**config.mk**
```make
export PLATFORM = sky130hd
export DESIGN_NAME = usb_ep0_in_xmit
export DESIGN_NICKNAME = d
export VERILOG_FILES = /design/src/rtl/ep0in_pkg.sv /design/src/rtl/ep0in_txbuf.sv /design/src/rtl/ep0in_ctrl.sv /design/src/rtl/usb_ep0_in_xmit.sv
export SDC_FILE = /design/constraint.sdc
export NUM_CORES = 1
export LEC_CHECK = 0
export CORE_MARGIN = 3
export CORE_UTILIZATION = 55
export CTS_CLUSTER_SIZE = 8
export DETAILED_ROUTE_END_ITERATION = 10
export HOLD_SLACK_MARGIN = 0.15
export PLACE_DENSITY = 0.88
export SLEW_MARGIN = 10
export SYNTH_ARGS = -nofsm -noshare
export SYNTH_HDL_FRONTEND = slang
export SYNTH_SLANG_ARGS = --single-unit
```
**constraint.sdc**
```tcl
create_clock -name clk -period 2.3 [get_ports clk]
set_input_delay 0.46 -clock clk [delete_from_list [all_inputs] [get_ports clk]]
set_output_delay 0.46 -clock clk [all_outputs]
set_load 0.01 [all_outputs]
```
**src/rtl/ep0in_pkg.sv**
```systemverilog
// Package: shared stage encoding for the control-IN responder.
// Assumes: nothing beyond IEEE 1800-2017.
package ep0in_pkg;

    typedef enum logic [1:0] {
        ST_WAIT   = 2'd0,   // waiting for firmware setup-read confirmation
        ST_DATA   = 2'd1,   // data stage, IN tokens may be served
        ST_STATUS = 2'd2    // OUT seen, data stage finished
    } ep0_stage_e;

endpackage

```
**src/rtl/ep0in_txbuf.sv**
```systemverilog
// Module: ep0in_txbuf
// One-packet transmit buffer. Bytes are appended at the fill level and read
// by index. A flush empties it. Writes while locked are dropped silently;
// writes when full are dropped and raise a sticky overflow bit.
// Assumes: flush has priority over writes; the read index is below DEPTH.
module ep0in_txbuf #(
    parameter int DEPTH = 8,
    parameter int DW    = 8,
    localparam int CNT_W = $clog2(DEPTH + 1),
    localparam int IDX_W = (DEPTH > 1) ? $clog2(DEPTH) : 1
) (
    input  logic             clk,
    input  logic             rst_n,
    input  logic             flush,
    input  logic             clr_ovf,
    input  logic             load_ok,
    input  logic             wr_req,
    input  logic [DW-1:0]    wr_data,
    input  logic [IDX_W-1:0] rd_idx,
    output logic [CNT_W-1:0] count,
    output logic [DW-1:0]    rd_data,
    output logic             ovf
);

    logic [DW-1:0]    mem [DEPTH];
    logic             accept;
    logic             full;

    assign full   = (count == CNT_W'(DEPTH));
    assign accept = wr_req && load_ok && !flush && !full;

    // Per-entry storage: each slot captures the byte written at its position.
    for (genvar g = 0; g < DEPTH; g++) begin : g_slot
        always_ff @(posedge clk) begin
            if (!rst_n)
                mem[g] <= '0;
            else if (accept && (count == CNT_W'(g)))
                mem[g] <= wr_data;
        end
    end

    // Fill level: advance on an accepted write, return to zero on flush.
    always_ff @(posedge clk) begin
        if (!rst_n)
            count <= '0;
        else if (flush)
            count <= '0;
        else if (accept)
            count <= count + 1'b1;
    end

    // Overflow bit: set by a write to a full, unlocked buffer; cleared only by clr_ovf.
    always_ff @(posedge clk) begin
        if (!rst_n)
            ovf <= 1'b0;
        else if (clr_ovf)
            ovf <= 1'b0;
        else if (wr_req && load_ok && !flush && full)
            ovf <= 1'b1;
    end

    assign rd_data = mem[rd_idx];

    p_fill_bounded_r10: assert property (@(posedge clk) disable iff (!rst_n)
        count <= CNT_W'(DEPTH));

    p_locked_hold_r9: assert property (@(posedge clk) disable iff (!rst_n)
        (!load_ok && !flush) |=> $stable(count));

    p_ovf_sticky_r10: assert property (@(posedge clk) disable iff (!rst_n)
        (ovf && !clr_ovf) |=> ovf);

endmodule

```
**src/rtl/ep0in_ctrl.sv**
```systemverilog
// Module: ep0in_ctrl
// Stage sequencing, arming, IN-token decisions, byte streaming, and the
// completion flag with its interrupt. It reads the buffer fill level and
// steers the buffer's read index and flush.
// Assumes: token and firmware inputs are single-cycle pulses; tokens that
// arrive while a packet is still streaming are ignored.
module ep0in_ctrl
    import ep0in_pkg::*;
#(
    parameter int DEPTH = 8,
    localparam int CNT_W = $clog2(DEPTH + 1),
    localparam int IDX_W = (DEPTH > 1) ? $clog2(DEPTH) : 1
) (
    input  logic             clk,
    input  logic             rst_n,
    input  logic             setup_start,
    input  logic             fw_rd_done,
    input  logic             fw_pkt_arm,
    input  logic             fw_flag_clr,
    input  logic             fw_ie_we,
    input  logic             fw_ie_din,
    input  logic             tok_in,
    input  logic             tok_out,
    input  logic             host_ack,
    input  logic [CNT_W-1:0] count,
    output logic             armed,
    output logic             buf_flush,
    output logic [IDX_W-1:0] rd_idx,
    output logic             resp_valid,
    output logic             resp_data,
    output logic [CNT_W-1:0] resp_len,
    output logic             tx_valid,
    output logic             tx_last,
    output logic             done_flag,
    output logic             irq,
    output logic             status_stage
);

    ep0_stage_e stage_q;
    logic       sent_q;
    logic       sending_q;
    logic       ie_q;
    logic       in_take;
    logic       serve;
    logic       ack_take;
    logic       at_last;

    assign in_take  = tok_in && !sending_q;
    assign serve    = in_take && (stage_q == ST_DATA) && armed;
    assign ack_take = host_ack && sent_q && !sending_q;
    assign at_last  = ((CNT_W'(rd_idx) + 1'b1) == count);
    assign buf_flush = setup_start || ack_take;

    // Stage sequencing: wait for setup read, data stage, then status on OUT.
    always_ff @(posedge clk) begin
        if (!rst_n || setup_start)
            stage_q <= ST_WAIT;
        else if (stage_q == ST_WAIT && fw_rd_done)
            stage_q <= ST_DATA;
        else if (stage_q == ST_DATA && tok_out)
            stage_q <= ST_STATUS;
    end

    // Arming: set by firmware when idle, released on host acknowledge.
    always_ff @(posedge clk) begin
        if (!rst_n || setup_start)
            armed <= 1'b0;
        else if (ack_take)
            armed <= 1'b0;
        else if (fw_pkt_arm && !armed)
            armed <= 1'b1;
    end

    // Sent marker: a served packet awaits its acknowledge.
    always_ff @(posedge clk) begin
        if (!rst_n || setup_start)
            sent_q <= 1'b0;
        else if (ack_take)
            sent_q <= 1'b0;
        else if (serve)
            sent_q <= 1'b1;
    end

    // Response decision: one-cycle report per accepted IN token.
    always_ff @(posedge clk) begin
        if (!rst_n || setup_start) begin
            resp_valid <= 1'b0;
            resp_data  <= 1'b0;
            resp_len   <= '0;
        end else begin
            resp_valid <= in_take;
            resp_data  <= serve;
            resp_len   <= serve ? count : '0;
        end
    end

    // Byte streamer: walk the buffer from index zero to the final byte.
    always_ff @(posedge clk) begin
        if (!rst_n || setup_start) begin
            sending_q <= 1'b0;
            rd_idx    <= '0;
        end else if (sending_q) begin
            if (at_last)
                sending_q <= 1'b0;
            else
                rd_idx <= rd_idx + 1'b1;
        end else if (serve && count != '0) begin
            sending_q <= 1'b1;
            rd_idx    <= '0;
        end
    end

    // Completion flag: raised on accepted acknowledge, cleared by firmware.
    always_ff @(posedge clk) begin
        if (!rst_n || setup_start)
            done_flag <= 1'b0;
        else if (ack_take)
            done_flag <= 1'b1;
        else if (fw_flag_clr)
            done_flag <= 1'b0;
    end

    // Interrupt-enable register bit, written by firmware.
    always_ff @(posedge clk) begin
        if (!rst_n)
            ie_q <= 1'b0;
        else if (fw_ie_we)
            ie_q <= fw_ie_din;
    end

    assign tx_valid     = sending_q;
    assign tx_last      = sending_q && at_last;
    assign irq          = done_flag && ie_q;
    assign status_stage = (stage_q == ST_STATUS);

    p_data_needs_arm_r3: assert property (@(posedge clk) disable iff (!rst_n)
        (resp_valid && resp_data) |-> ($past(stage_q) == ST_DATA && $past(armed)));

    p_flag_on_ack_r6: assert property (@(posedge clk) disable iff (!rst_n)
        (ack_take && !setup_start) |=> done_flag);

    p_status_nack_r11: assert property (@(posedge clk) disable iff (!rst_n)
        (status_stage && tok_in && !sending_q && !setup_start) |=> (resp_valid && !resp_data));

    p_setup_rewind_r12: assert property (@(posedge clk) disable iff (!rst_n)
        setup_start |=> (!armed && !done_flag && stage_q == ST_WAIT && !tx_valid));

endmodule

```
**src/rtl/usb_ep0_in_xmit.sv**
```systemverilog
// Module: usb_ep0_in_xmit (top)
// Control endpoint IN data-stage responder: connects the transmit buffer
// with the controller and gates the outgoing byte.
// Assumes: all inputs are synchronous to clk; firmware strobes are pulses.
module usb_ep0_in_xmit #(
    parameter int PKT_BYTES = 8,
    parameter int DW        = 8
) (
    input  logic                              clk,
    input  logic                              rst_n,
    input  logic                              setup_start,
    input  logic                              fw_rd_done,
    input  logic                              fw_wr_en,
    input  logic [DW-1:0]                     fw_wr_data,
    input  logic                              fw_pkt_arm,
    input  logic                              fw_flag_clr,
    input  logic                              fw_ie_we,
    input  logic                              fw_ie_din,
    input  logic                              tok_in,
    input  logic                              tok_out,
    input  logic                              host_ack,
    output logic                              resp_valid,
    output logic                              resp_data,
    output logic [$clog2(PKT_BYTES+1)-1:0]    resp_len,
    output logic                              tx_valid,
    output logic [DW-1:0]                     tx_byte,
    output logic                              tx_last,
    output logic                              done_flag,
    output logic                              irq,
    output logic                              ovf_flag,
    output logic [$clog2(PKT_BYTES+1)-1:0]    fill_level,
    output logic                              status_stage
);

    localparam int CNT_W = $clog2(PKT_BYTES + 1);
    localparam int IDX_W = (PKT_BYTES > 1) ? $clog2(PKT_BYTES) : 1;

    logic             armed;
    logic             buf_flush;
    logic [IDX_W-1:0] rd_idx;
    logic [DW-1:0]    rd_data;
    logic [CNT_W-1:0] count;

    ep0in_txbuf #(.DEPTH(PKT_BYTES), .DW(DW)) u_buf (
        .clk     (clk),
        .rst_n   (rst_n),
        .flush   (buf_flush),
        .clr_ovf (setup_start),
        .load_ok (!armed),
        .wr_req  (fw_wr_en),
        .wr_data (fw_wr_data),
        .rd_idx  (rd_idx),
        .count   (count),
        .rd_data (rd_data),
        .ovf     (ovf_flag)
    );

    ep0in_ctrl #(.DEPTH(PKT_BYTES)) u_ctrl (
        .clk          (clk),
        .rst_n        (rst_n),
        .setup_start  (setup_start),
        .fw_rd_done   (fw_rd_done),
        .fw_pkt_arm   (fw_pkt_arm),
        .fw_flag_clr  (fw_flag_clr),
        .fw_ie_we     (fw_ie_we),
        .fw_ie_din    (fw_ie_din),
        .tok_in       (tok_in),
        .tok_out      (tok_out),
        .host_ack     (host_ack),
        .count        (count),
        .armed        (armed),
        .buf_flush    (buf_flush),
        .rd_idx       (rd_idx),
        .resp_valid   (resp_valid),
        .resp_data    (resp_data),
        .resp_len     (resp_len),
        .tx_valid     (tx_valid),
        .tx_last      (tx_last),
        .done_flag    (done_flag),
        .irq          (irq),
        .status_stage (status_stage)
    );

    assign tx_byte    = tx_valid ? rd_data : '0;
    assign fill_level = count;

    p_irq_needs_flag_r7: assert property (@(posedge clk) disable iff (!rst_n)
        irq |-> done_flag);

endmodule

```
Word-level counts from Yosys, hierarchy flattened
Memory sizes are Yosys's and may differ from the RTL's. A register that Yosys moved wholly into a read port is not among the register bits.
Index checks and enable logic that the tools add are counted.
{"block": "word_totals", "reg_bits": 21, "ramBits": 64, "mem_count": 1, "word_cells": 127, "input_bits": 20, "out_inout_bits": 24}
{"memory": "u_buf.mem", "depth": 8, "width": 8, "read_ports": 1, "rd_clocked_by_memory_dff": 1, "write_ports": 8, "line": "ep0in_txbuf.sv:25", "rtl": "logic [DW-1:0] mem [DEPTH];"}
{"block": "classes", "reduce_logical": 42, "add_sub_neg": 3, "eq_ne": 12, "mux": 46, "bitwise_logic": 10}
{"op": "two-way mux 8 bit", "count": 9}
{"op": "two-way mux 1 bit", "count": 32}
{"op": "logical AND 1 bit", "count": 23}
{"op": "equality test 4 x 3 -> 1 bit (second input constant)", "count": 4}
{"op": "two-way mux 3 bit", "count": 5}
{"op": "OR reduction 2 bit", "count": 5}
{"op": "equality test 4 x 2 -> 1 bit (second input constant)", "count": 2}
{"op": "bitwise OR 1 bit", "count": 8}
{"op": "nonzero test 2 bit", "count": 3}
{"op": "logical NOT 1 bit", "count": 5}
{"op": "adder 3 x 1 -> 4 bit (second input constant)", "count": 1}
{"op": "adder 4 x 1 -> 4 bit (second input constant)", "count": 1}
{"op": "equality test 4 x 1 -> 1 bit (second input constant)", "count": 1}
{"op": "equality test 4 bit", "count": 1}
{"op": "equality test 4 bit (second input constant)", "count": 1}
{"op": "logical NOT 4 bit", "count": 1}
{"op": "nonzero test 4 bit", "count": 1}
{"op": "adder 3 x 1 -> 3 bit (second input constant)", "count": 1}
{"op": "equality test 2 x 1 -> 1 bit (second input constant)", "count": 1}
{"op": "equality test 2 bit (second input constant)", "count": 1}
{"op": "logical NOT 2 bit", "count": 1}
{"op": "logical OR 1 bit", "count": 2}
{"op": "inequality test 2 bit (second input constant)", "count": 1}
{"op": "NOT 1 bit", "count": 2}
{"op": "AND reduction 2 bit", "count": 1}

Logic depth before layout (Yosys ltp)
{"block": "depth", "ltp_word": 11, "depth_mapped": 6, "ltp_nobuf": 6}

By module
A second synthesis with hierarchy kept.
{"block": "hier_totals", "cells_unflattened": 302, "hier_area_um2": 4172.8}
{"module": "ep0in_txbuf", "area_per_inst_um2": 3437.0, "n_inst": 1, "cells_each": 222}
{"module": "ep0in_ctrl", "area_per_inst_um2": 681.9, "n_inst": 1, "cells_each": 71}
{"module": "usb_ep0_in_xmit", "area_per_inst_um2": 53.8, "n_inst": 1, "cells_each": 9}

Least setup slack after synthesis
OpenSTA, ideal clock, no wires.
{"block": "synth_path", "path_type": "input -> register", "start": "input port setup_start", "end": "memory u_buf.mem[1][0], enable pin", "required_time_ns": 1.916, "arrival_ns": 1.636, "path_buffers": 0, "setup_time_ns": 0.384, "cell_stages": 4, "path_slack_ns": 0.280, "path_cell_list": "nor3b_2 > and2_1 > nand2_1 > o21ai_0"}
{"element": "from (decl)", "line": "usb_ep0_in_xmit.sv:11", "rtl": "input logic setup_start,"}
{"element": "to (decl)", "line": "ep0in_txbuf.sv:25"}

==> results.yml <==
run_status:
  status: "finished, violations left"
  violations: "setup timing"
setup_path:
  cpMaxStageDelayCell: "mux4_2"
  critical_path_class: "flop to primary output"
  rrSetupSlack_ns: 0.24
  worstSetupEndpointType: "primary output"
  required_ns: 1.84
  worstRegToRegCells: 7
  r2r-end: "u_ctrl.rd_idx[0]$_SDFFE_PP0P_"
  arrival_ns: 1.87
  crit_family: "multiplexers"
  crit_path_start_kind: "flop"
  crit_chain: "buf_12 -> buf_4 -> mux4_2 -> mux2i_1 -> nor2b_1 -> buf_2"
  path_buf_inv: 3
  regToRegStartpoint: "u_buf.count[0]$_SDFFE_PP0N_"
  crit_fanout: 5
  max_stage_delay_ns: 0.48
min_path:
  holdCritStartpoint: "u_ctrl.done_flag$_SDFFE_PP0P_"
  holdPathStages: 2
  min_path_type: "flop to flop"
  holdPathEnd: "u_ctrl.done_flag$_SDFFE_PP0P_"
detailed_routing:
  via_count: 2775
  antenna_left: 0
  wl_um: 9610
  vias_per_cell: 5.75
  met1_length_um: 3690
  top_layer_used: "met4"
  route.detailed.drc: 0
  dr_wl_met3_um: 783
  first_pass_iters: 5
  drtIter0Drc: 287
  wl_met2_um: 4860
  wl_per_cell_um: 19.9
sta:
  setup_viol: 2
  fin_ws_ns: -0.0334
  whs_ns: 0.504
  hold_viol: 0
  max_freq_ghz: 0.429
  fin_skew_ns: 0.0116
  rsz0062_at_grt: "yes"
  fin_crit_ns: 2.33
  slew_violations: 0
  finalSetupTns_ns: -0.0628
  tightest_slew_ns: 0.445
  relSlewSlack_pct: 70.2
  fin_crit_sh_pct: 101
logic_synthesis:
  ys_warn_count: 0
  ys_seq_elements: 88
  syn-instance-count: 301
  avgSynthCellArea_um2: 13.3
  yosysUniqueCellTypes: 42
  ys_seq_area_share_pct: 59.8
  netlist_area_um2: 4020
  syn_nets: 326
cts:
  cts_buffers: 9
  clockBufferDepth: 2
  cts_sinks: 88
  htree_levels: 3
  path_clk_slew_ns: 0.09
  clkLatencyLatePin_ns: 0.37
  cts-root-buf: "clkbuf_8"
  tritoncts: "done"
floorplan:
  die_x_um: 91.5
  ios: 44
  placementRows: 30
  start_util_pct: 57.9
  die_h_um: 91.5
  core_area_um2: 6940
  die_area_um2: 8370
grt:
  overflow: 0
  grt_pass1_wl_um: 14300
  grt_max_degree: 17
  grt_usage_pct: 22.7
  antenna_found_initial: 0
  grt_pass1_vias: 2814
power_and_ir_drop:
  ir_drop_v: 0.000296
  pwr_density_cell_nw_per_um2: 597
  p_leak_nw: 1.88
cells_and_area:
  nets: 407
  stdcell_area_um2: 5030
  drive_above_1_share_pct: 24.0
  antennaDiodeCount: 0
  area_growth_pct: 25.1
job:
  drv_cap: 0
placement:
  dp_hpwl_um: 6130
  io_buffers: 43
  placed_cell_area_um2: 4760
  place_congestion: 0.811
## tightest hold or removal path, cell delays in order (launching register included)
cell and delay (ns):
dfxtp_1 0.33, nand2b_1 0.07, a21oi_1 0.06
## worst max path at each step
stage                                             start                       endpoint  slack [ns]  depth (start not counted)
after CTS                 u_ctrl.rd_idx[0]$_SDFFE_PP0P_                        tx_last       -0.04                          6
after detailed placement  u_ctrl.rd_idx[0]$_SDFFE_PP0P_                        tx_last       -0.08                          6
after global routing                               flop                     tx_byte[7]       -0.09                          6
final                                              flop                     tx_byte[4]       -0.03                          6
after floorplan                             setup_start  u_buf.mem[1][0]$_SDFFCE_PN0P_        0.28                          4
after global placement    u_ctrl.rd_idx[0]$_SDFFE_PP0P_                        tx_last        0.05                          6
## cells by family after synthesis
logic type                 share of synthesized area (%)
xor gates and xnor gates                            1.31
DFF                                                 59.8
adders and majority gates                           1.56
buffers and inverters                               2.21
muxes                                               11.5
AOI/OAI and AO/OA                                   4.45
and+or+nand+nor                                     19.2
## where the power goes
part	leakage [nW]	switching (W)	internal (W)
Combinational	0.920	0.0000885	0.0000798
Sequential	0.859	0.0000195	0.00174
Clock	0.101	0.000570	0.000502
Total	1.88	0.000678	0.00232
## cell usage after synthesis (all sizes together)
| cell | number | share of area (%) |
|---|---|---|
| nand3 | 3 | 0.37 |
| nand3b | 1 | 0.28 |
| and3b | 1 | 0.22 |
| inv | 9 | 0.84 |
| mux2i | 10 | 2.5 |
| a311oi | 1 | 0.22 |
| nor3 | 4 | 0.50 |
| or2 | 1 | 0.16 |
| a221oi | 1 | 0.37 |
| and4 | 1 | 0.22 |
| nand4 | 2 | 0.31 |
| a32oi | 1 | 0.22 |
| o2111ai | 1 | 0.37 |
| or3b | 3 | 0.65 |
| and3 | 1 | 0.16 |
| a21oi | 6 | 0.75 |
| nor3b | 1 | 0.31 |
| nor2b | 11 | 1.7 |
| nor2 | 21 | 2.0 |
| o211ai | 2 | 0.37 |
| or2b | 1 | 0.22 |
| o32a | 1 | 0.28 |
| a31oi | 3 | 0.62 |
| buf | 7 | 1.2 |
| ha | 5 | 1.6 |
| xor2 | 4 | 0.87 |
| o21ai | 10 | 1.2 |
| nand2 | 9 | 0.84 |
| clkbuf | 2 | 0.19 |
| edfxtp | 64 | 48 |
| mux4 | 16 | 9.0 |
| nand2b | 1 | 0.16 |
| dfxtp | 24 | 12 |
| and2 | 70 | 11 |
| and2b | 1 | 0.22 |
| xnor2 | 2 | 0.44 |
## timing repair
item,4_1_cts,5_1_grt
endpoints found under the setup margin,9,7
buffers inserted,4,3
gates cloned,1,0
gates resized for setup,40,6
pin swaps,1,1
hold buffers,0,0
## cell usage in the layout, fill, tap and decap left out, types with 2 or more instances in the layout
cell type | netlist | final
mux4_2 | 16 | 16
nor2b_1 | 11 | 11
clkdlybuf4s50_1 | 0 | 34
ha_1 | 5 | 4
xor2_1 | 4 | 4
dfxtp_1 | 24 | 21
nor2_1 | 21 | 21
and2_1 | 69 | 69
mux2i_1 | 10 | 9
or3b_1 | 2 | 2
o21ai_0 | 10 | 10
nor3_1 | 4 | 4
o211ai_1 | 2 | 2
buf_6 | 2 | 2
buf_12 | 0 | 4
a31oi_2 | 1 | 2
nand2_1 | 9 | 9
edfxtp_1 | 64 | 64
buf_2 | 2 | 8
clkbuf_8 | 0 | 9
nand3_1 | 3 | 3
clkinv_4 | 0 | 2
buf_4 | 1 | 30
dfxtp_2 | 0 | 2
clkinv_2 | 0 | 2
nand4_1 | 2 | 2
a21oi_1 | 6 | 6
inv_1 | 9 | 9
## layout make-up
cell class	count	area (µm²)
Multi-Input combinational cell	195	1560
Sequential cell	88	2410
Inverter	9	33.8
Tap cell	96	120
Fill cell	426	1920
Clock inverter	7	70.1
Timing Repair Buffer	79	713
Clock buffer	9	124
## per-stage QoR
step	std cells	setup slack, ns	power [W]	utilization, %
6_report	483	-0.0334	0.00300	72.4
5_1_grt	483	-0.0906	0.00308	72.4
4_1_cts	481	-0.0364	0.00297	72.1
3_5_place_dp	460	-0.0824	0.00196	68.5
3_3_place_gp	460	0.0496	0.00195	68.5
2_1_floorplan	301	0.280	0.00186	-
## layer usage
layer  global-route usage (%)  up-vias
li1                         -     1247
met1                     28.8     1339
met2                     37.2      161
met3                     5.30       28
met4                     9.80        0
met5                        0        -
## flip-flops by register name, indices dropped and copies added, names as in the netlist, named ones only
register / flops
u_ctrl.done_flag: 1
u_buf.count: 4
u_ctrl.rd_idx: 3
u_ctrl.resp_len: 4
u_ctrl.resp_data: 1
u_ctrl.stage_q: 2
u_ctrl.tx_valid: 1
u_buf.ovf: 1
u_buf.mem: 64
u_ctrl.armed: 1
u_ctrl.sent_q: 1
u_ctrl.ie_q: 1
u_ctrl.resp_valid: 1
Note: power is estimated with default switching activity, not from simulation.
